### src/rtl/fsc_pkg.sv
package fsc_pkg;
  localparam int NUM_SRC = 3;

  typedef enum logic [1:0] {
    SRC_EXT  = 2'd0,
    SRC_TRIG = 2'd1,
    SRC_MAN  = 2'd2
  } src_e;

  // Fixed-order pick over the pending set: lowest index wins.
  function automatic src_e pick_src(input logic [NUM_SRC-1:0] pend);
    if (pend[0])      return SRC_EXT;
    else if (pend[1]) return SRC_TRIG;
    else              return SRC_MAN;
  endfunction

  // Two formatting bits: both set behaves as the upper bit alone.
  function automatic logic [1:0] resolve_mode(input logic [1:0] m);
    return m[1] ? 2'b10 : m;
  endfunction
endpackage

### src/rtl/fsc_flush_arb.sv
module fsc_flush_arb
  import fsc_pkg::*;
#(
  parameter int NSRC = NUM_SRC
) (
  input  logic            clk,
  input  logic            rst_n,
  input  logic [NSRC-1:0] req_i,
  input  logic            done_i,
  input  logic            stop_arm_i,
  output logic            busy_o,
  output src_e            src_o,
  output logic            cmp_o,
  output logic            arm_o
);
  logic [NSRC-1:0] pend;
  logic [NSRC-1:0] clr;
  logic            grant;
  logic            busy;
  src_e            cur;
  logic            arm;

  assign cmp_o = busy & done_i;
  assign grant = !busy && (|pend);

  for (genvar g = 0; g < NSRC; g++) begin : g_pend
    assign clr[g] = cmp_o && (int'(cur) == g);
    always_ff @(posedge clk or negedge rst_n) begin
      if (!rst_n) pend[g] <= 1'b0;
      else        pend[g] <= (pend[g] & ~clr[g]) | req_i[g];
    end
  end

  always_ff @(posedge clk or negedge rst_n) begin
    if (!rst_n) begin
      busy <= 1'b0;
      cur  <= SRC_EXT;
      arm  <= 1'b0;
    end else begin
      if (busy) busy <= !done_i;
      else      busy <= |pend;
      if (grant) begin
        cur <= pick_src(pend);
        arm <= stop_arm_i;
      end
    end
  end

  assign busy_o = busy;
  assign src_o  = cur;
  assign arm_o  = arm;

  // a flush being served keeps its source until done
  a_r2_hold_until_done: assert property (@(posedge clk) disable iff (!rst_n)
    busy && !done_i |=> busy && $stable(cur));

  // a trigger or manual grant implies no external request was pending
  a_r1_ext_first: assert property (@(posedge clk) disable iff (!rst_n)
    $rose(busy) && cur != SRC_EXT |-> !$past(pend[0]));

  // a manual grant implies no trigger request was pending
  a_r1_trig_before_man: assert property (@(posedge clk) disable iff (!rst_n)
    $rose(busy) && cur == SRC_MAN |-> !$past(pend[1]));

  // completion clears the served source unless re-requested
  a_r3_clear_on_done: assert property (@(posedge clk) disable iff (!rst_n)
    cmp_o && cur == SRC_MAN && !req_i[2] |=> !pend[2]);
endmodule

### src/rtl/fsc_stop_ctl.sv
module fsc_stop_ctl #(
  parameter int DATA_W = 32
) (
  input  logic              clk,
  input  logic              rst_n,
  input  logic              cmp_i,
  input  logic              arm_i,
  input  logic              trig_i,
  input  logic              stop_on_flush_i,
  input  logic              stop_on_trig_i,
  input  logic              up_valid_i,
  input  logic [DATA_W-1:0] up_data_i,
  input  logic              dn_ready_i,
  output logic              stopped_o,
  output logic              up_ready_o,
  output logic              dn_valid_o,
  output logic [DATA_W-1:0] dn_data_o
);
  logic stopped;
  logic stop_evt;
  logic stop_keep;

  assign stop_evt  = (cmp_i & arm_i) | (trig_i & stop_on_trig_i);
  assign stop_keep = stop_on_flush_i | stop_on_trig_i;

  always_ff @(posedge clk or negedge rst_n) begin
    if (!rst_n) stopped <= 1'b0;
    else        stopped <= (stopped | stop_evt) & stop_keep;
  end

  assign stopped_o  = stopped;
  assign up_ready_o = stopped ? 1'b1 : dn_ready_i;
  assign dn_valid_o = up_valid_i & !stopped;
  assign dn_data_o  = up_data_i;

  // stopped means accept-and-drop
  a_r9_discard: assert property (@(posedge clk) disable iff (!rst_n)
    stopped_o |-> up_ready_o && !dn_valid_o);

  // stop is sticky while any stop enable remains set
  a_r10_sticky: assert property (@(posedge clk) disable iff (!rst_n)
    stopped_o && (stop_on_flush_i || stop_on_trig_i) |=> stopped_o);

  // both enables low releases the stop
  a_r10_release: assert property (@(posedge clk) disable iff (!rst_n)
    !stop_on_flush_i && !stop_on_trig_i |=> !stopped_o);
endmodule

### src/rtl/flush_stop_ctrl.sv
module flush_stop_ctrl
  import fsc_pkg::*;
#(
  parameter int DATA_W = 32
) (
  input  logic              clk,
  input  logic              rst_n,
  input  logic              ext_flush_i,
  input  logic              trig_i,
  input  logic              man_flush_i,
  input  logic              en_ext_i,
  input  logic              en_trig_i,
  input  logic              en_man_i,
  input  logic              stop_on_flush_i,
  input  logic              stop_on_trig_i,
  input  logic [1:0]        fmt_mode_i,
  input  logic              flush_done_i,
  input  logic              up_valid_i,
  input  logic [DATA_W-1:0] up_data_i,
  input  logic              dn_ready_i,
  output logic              flush_req_o,
  output logic [1:0]        flush_src_o,
  output logic              flushin_ack_o,
  output logic              stopped_o,
  output logic [1:0]        fmt_mode_o,
  output logic              up_ready_o,
  output logic              dn_valid_o,
  output logic [DATA_W-1:0] dn_data_o
);
  logic               fmt_on;
  logic [NUM_SRC-1:0] src_req;
  logic               busy;
  src_e               cur_src;
  logic               cmp;
  logic               arm;
  logic               ack_q;

  assign fmt_mode_o = resolve_mode(fmt_mode_i);
  assign fmt_on     = |fmt_mode_i;
  assign src_req    = {man_flush_i & en_man_i,
                       trig_i      & en_trig_i,
                       ext_flush_i & en_ext_i} & {NUM_SRC{fmt_on}};

  fsc_flush_arb #(.NSRC(NUM_SRC)) u_arb (
    .clk        (clk),
    .rst_n      (rst_n),
    .req_i      (src_req),
    .done_i     (flush_done_i),
    .stop_arm_i (stop_on_flush_i),
    .busy_o     (busy),
    .src_o      (cur_src),
    .cmp_o      (cmp),
    .arm_o      (arm)
  );

  fsc_stop_ctl #(.DATA_W(DATA_W)) u_stop (
    .clk             (clk),
    .rst_n           (rst_n),
    .cmp_i           (cmp),
    .arm_i           (arm),
    .trig_i          (trig_i),
    .stop_on_flush_i (stop_on_flush_i),
    .stop_on_trig_i  (stop_on_trig_i),
    .up_valid_i      (up_valid_i),
    .up_data_i       (up_data_i),
    .dn_ready_i      (dn_ready_i),
    .stopped_o       (stopped_o),
    .up_ready_o      (up_ready_o),
    .dn_valid_o      (dn_valid_o),
    .dn_data_o       (dn_data_o)
  );

  always_ff @(posedge clk or negedge rst_n) begin
    if (!rst_n) ack_q <= 1'b0;
    else        ack_q <= cmp && (cur_src == SRC_EXT);
  end

  assign flush_req_o   = busy;
  assign flush_src_o   = cur_src;
  assign flushin_ack_o = ack_q;

  // acknowledge never lasts two cycles
  a_r6_ack_single: assert property (@(posedge clk) disable iff (!rst_n)
    flushin_ack_o |=> !flushin_ack_o);

  // acknowledge only follows an external-source completion
  a_r6_ack_cause: assert property (@(posedge clk) disable iff (!rst_n)
    flushin_ack_o |-> $past(flush_req_o && flush_done_i && flush_src_o == 2'd0));
endmodule

### config.mk
export PLATFORM = sky130hd
export DESIGN_NAME = flush_stop_ctrl
export DESIGN_NICKNAME = d
export VERILOG_FILES = /design/src/rtl/fsc_pkg.sv /design/src/rtl/fsc_flush_arb.sv /design/src/rtl/fsc_stop_ctl.sv /design/src/rtl/flush_stop_ctrl.sv
export SDC_FILE = /design/constraint.sdc
export NUM_CORES = 1
export LEC_CHECK = 0
export BUFFER_PORTS_ARGS = -buffer_cell sky130_fd_sc_hd__buf_2
export CAP_MARGIN = 40
export CELL_PAD_IN_SITES_DETAIL_PLACEMENT = 0
export CELL_PAD_IN_SITES_GLOBAL_PLACEMENT = 1
export CORE_MARGIN = 2
export CORE_UTILIZATION = 20
export DETAILED_ROUTE_END_ITERATION = 16
export PLACE_DENSITY = 0.88
export SLEW_MARGIN = 0
export SYNTH_ARGS = -nofsm -noshare
export SYNTH_HDL_FRONTEND = slang
export SYNTH_SLANG_ARGS = --single-unit
### constraint.sdc
create_clock -name clk -period 2.7 [get_ports clk]
set_input_delay 0.27 -clock clk [delete_from_list [all_inputs] [get_ports clk]]
set_output_delay 0.27 -clock clk [all_outputs]
set_load 0.02 [all_outputs]
### Word-level counts from Yosys, hierarchy flattened

Index checks and enable logic that the tools add are counted.

* output and inout port bits: 41
* input port bits: 47
* word-level logic and storage cells: 48
* register bits after elaboration: 9

* muxes and demuxes: 5
* equal/unequal tests: 2
* reduce and logical (&&, ||, !) cells: 12
* bitwise logic cells: 21

Operators by type and width (number)
* $and 1x1->1: 11
* $mux 2: 3
* $or 1x1->1: 6
* $logic_and 1x1->1: 5
* $eq 2x2->1 const B: 2
* $logic_not 2->1: 2
* $and 3x3->3: 1
* $logic_not 1->1: 3
* $not 1->1: 3
* $reduce_or 3->1: 1
* $mux 1: 2
* $reduce_or 2->1: 1

### Longest topological paths before layout

* depth after elaboration: 5
* mapped depth: 3
* mapped depth without buffers: 3

### By module

Synthesis repeated with hierarchy kept, for this count alone.

* cell total of the unflattened synthesis: 73
* area total of the unflattened synthesis: 696.9 µm²

Modules (own cells, without submodules)
* fsc_flush_arb: cells an instance 28, instances 1, area an instance 316.6 µm²
* fsc_stop_ctl: cells an instance 38, instances 1, area an instance 304.0 µm²
* flush_stop_ctrl: cells an instance 7, instances 1, area an instance 76.3 µm²

### Worst setup path after synthesis

No wires, ideal clock.

* path type: register -> register
* start: register u_arb.pend[0]
* end: register u_arb.arm (netlist: u_arb.arm_o)
* data required time: 2575 ps
* path slack: 1510 ps
* path buffers: 0
* arrival: 1065 ps
* stages on the path, launching flop included: 4
* clock period less this slack: 1190 ps
* cell sequence: dfrtp_1 or2_1 o21a_1 mux2_4

* longest elaborated chain between the ends: 2

Ends and longest elaborated chain
* from (decl): RTL line fsc_flush_arb.sv:16 `logic [NSRC-1:0] pend;`
* from (signal, indexed assignment): RTL line fsc_flush_arb.sv:30 `else pend[g] <= (pend[g] & ~clr[g]) | req_i[g];`
* $reduce_or 3->1: RTL line fsc_flush_arb.sv:24 `assign grant = !busy && (|pend);`
* $logic_and 1x1->1: RTL line fsc_flush_arb.sv:24
* to (signal assigned): RTL line fsc_flush_arb.sv:44 `arm <= stop_arm_i;`
* to (decl): RTL line fsc_flush_arb.sv:21 `logic arm;`

No other way between the ends.
A chain may end at the register's enable or synchronous reset.

### Worst setup path in the final report

* start: register u_stop.stopped (netlist: u_stop.stopped_o)
* end: output port up_ready_o

* longest elaborated chain between the ends: 1

Ends and longest elaborated chain
* from (decl): RTL line fsc_stop_ctl.sv:19 `logic stopped;`
* from (signal assigned): RTL line fsc_stop_ctl.sv:28 `else stopped <= (stopped | stop_evt) & stop_keep;`
* $mux 1: RTL line fsc_stop_ctl.sv:32 `assign up_ready_o = stopped ? 1'b1 : dn_ready_i;`
* to (decl): RTL line flush_stop_ctrl.sv:26 `output logic up_ready_o,`

No other way between the ends.

==> Implementation_results.wiki <==
{| class="wikitable"
! Metric !! Value
|-
| Post-synthesis instance area || approximately 650 um2
|-
| Vias/cell || 4.03
|-
| Seq/Total Area, Yosys || 34.7%
|-
| Startpoint-to-endpoint class of the critical path || register to output pin
|-
| Die span in x || 60.9 um
|-
| Wire length of the first global-routing pass || 1710 um
|-
| # rows || 20
|-
| Clock Tree Root || clkbuf_4
|-
| Final wirelength || 1160 um
|-
| Share of the synthesized area in the top cell type || 38.2%
|-
| Setup repair after global routing missed its margin || no
|-
| Avg Synthesized Cell Area || 9.13 um2
|-
| Cells taking the most area after synthesis || buf_4, dfrtp_1, a21oi_1
|-
| LEAKAGE || between 0.2 and 0.3 nW
|-
| Pwr per Cell Area || slightly below 800 mW/mm2
|-
| Result of the run || finished, final reports clean
|-
| Setup repair bufs after CTS || 0
|-
| Hold Fails Final Rpt || 0
|-
| Share of the clock period used by the worst path after layout || 50.6%
|-
| Headroom to the max-slew limit || 84.0%
|-
| Worst hold start || en_ext_i
|-
| Average wire length per cell after detail routing || 10.6 um
|-
| Tot GR Track Use || under 10%
|-
| Area inside the core boundary || 0.00308 mm2
|-
| Total nets after synthesis || 118
|-
| Clock input transition at the sequential cells of the worst setup and hold paths || 0.05 ns
|-
| Signal arrival time at the worst endpoint || 1.10 ns
|-
| Most instantiated library cell after synthesis || buf_4
|-
| Worst flop-to-flop path startpoint || u_arb.pend[0]
|-
| Shortest clock period the worst path allows after layout || 1.37 ns
|-
| Crit path capture type || output pin
|-
| Top post-synthesis cells by count || buf_4, dfrtp_1, a21oi_1
|-
| Data required time at the worst endpoint || approximately 2.4 ns
|-
| Number of buffers inserted during clock tree synthesis || 3
|-
| Max H-tree Level || 1
|-
| Clock tree from TritonCTS || built
|-
| Final core area utilization || between 10% and 20%
|-
| Max Fclk || 732 MHz
|-
| Die Outline Area || 0.00371 mm2
|-
| Pins Over Slew Limit || 0
|-
| Count of mapped cells out of synthesis || 71
|-
| Proportion of layout cells with a drive suffix above 1 || 45.5%
|-
| Vias in the first global route || 401
|-
| Hold bufs inserted after CTS || 1
|-
| Non-filler cells in the finished layout || 110
|-
| Fill cell total of the finished layout || 334
|-
| Peak supply drop || 280 uV
|-
| Startpoint of the most critical setup path || u_stop.stopped_o
|-
| Transition time of the tightest slew-check pin || 0.238 ns
|-
| Async S/R FF share, synth || 100%
|-
| Number of synthesized flops with an enable pin || 0
|-
| Via Count || ~440
|-
| Number of DRC markers in iteration 0 || 17
|-
| # diodes || 0
|-
| Number of I/O port buffers || 23
|-
| Overall overflow remaining after global route || 0
|-
| Post-layout nets || ~110
|-
| Register bit total from synthesis || 9
|-
| Power, Total || roughly 0.00047 W
|-
| Worst setup skew after layout || 0.00315 ns
|-
| # IOs || between 80 and 90
|-
| Resize count post-CTS || 0
|-
| Clock Sinks || 9
|-
| First drt pass iteration count || 4
|-
| Number of buffers on the longest clock path || 2
|-
| Synth warn || 0
|-
| Count of cell types in the netlist || 19
|-
| DRC viols || 0
|-
| Antenna violations before repair || 0
|-
| Largest area contributor in the netlist || buf_4
|-
| Height of the die || 60.9 um
|-
| Count of max-cap constraint violations || 0
|-
| Storage cell area || 225 um2
|-
| Routability Congestion || 0.734
|-
| Type of origin of the critical path || register
|-
| Top flip-flop cell by instance count after synthesis || dfrtp_1
|-
| Hold Crit Class || input port to register
|-
| Reg-to-reg setup timing slack || about 1.5 ns
|-
| Latest clock arrival within the worst-skew pair || 0.25 ns
|-
| Largest net degree at the start of global routing || 10
|-
| Maximum fanout count along the critical path || 4
|-
| Area overhead of the layout relative to synthesis || -6.37%
|-
| TNS Setup || 0 ns
|-
| Detail Route Antenna Nets || 0
|-
| Effective utilization at floorplan || 21.1%
|-
| Area of the multi-input gates || 164 um2
|-
| Number of failing setup endpoints in the final timing report || 0
|-
| Count of placed standard cells including taps || about 110
|}
## metal layers
metal | GRT usage (%) | share of wire, % | vias up
met5 | 0 | 0 | -
met4 | 2.80 | 4.6 | 0
met3 | 5.33 | 17 | 16
met2 | 8.29 | 41 | 35
met1 | 7.81 | 37 | 200
li1 | - | - | 192
## power breakdown
group | switching [W] | total (W) | internal [W] | leakage, nW
registers | 0.0000454 | 0.000225 | 0.000179 | 0.104
clock network | 0.0000416 | 0.0000982 | 0.0000566 | 0.0150
logic | 0.0000788 | 0.000143 | 0.0000645 | 0.170
## worst paths after layout
| path | depth (start not counted) | to |
|---|---|---|
| max | 2 | up_ready_o |
| min | 3 | u_arb.pend[0] |
| max reg2reg | 3 | u_arb.arm_o |
| min reg2reg | 1 | u_arb.src_o[0] |
| max in group asynchronous | 2 | u_arb.pend[1] |
| min in group asynchronous | 2 | u_arb.src_o[0] |
## layout make-up
cell class              instances  area share, %
flip-flops and latches          9           37.1
well taps                      44           9.07
repair buffers                 24           20.6
multi-input cells              26           27.0
inverters                       3           1.86
clock buffers                   4           4.33
## cell families after synthesis
group                  synth area share (%)
AOI/OAI and AO/OA                      10.8
and+or+nand+nor                        12.2
buffers and inverters                  40.0
muxes                                  2.32
DFF                                    34.7
## cell usage in the layout, fill, tap and decap left out, types with 2 or more instances in the layout
cell / count
buf_2: 23
dfrtp_1: 9
a21oi_1: 4
inv_1: 3
nand3_1: 3
o21ai_0: 3
clkbuf_4: 3
nand2_1: 2
or2_2: 2
nor2b_1: 2
## worst max-delay path, cell delays in order, from the launching register on
cell     delay, ns
dfrtp_1       0.39
or2_2         0.29
buf_2         0.16
## registers in the layout, indices dropped and copies added, names as in the netlist
register / count
u_arb.arm_o: 1
u_stop.stopped_o: 1
u_arb.src_o: 2
u_arb.pend: 3
flushin_ack_o: 1
u_arb.busy_o: 1
## per-stage QoR
step / setup slack [ns] / cell area [um2] / hold slack (ns)
after global placement: 1.49 / 571 / 0.126
after global routing: 1.28 / 607 / 0.247
after CTS: 1.33 / 607 / 0.253
after detailed placement: 1.47 / 571 / 0.131
final: 1.33 / 607 / 0.249
after floorplan: 1.51 / 648 / -0.0256
Note: power is estimated with default switching activity, not from simulation.
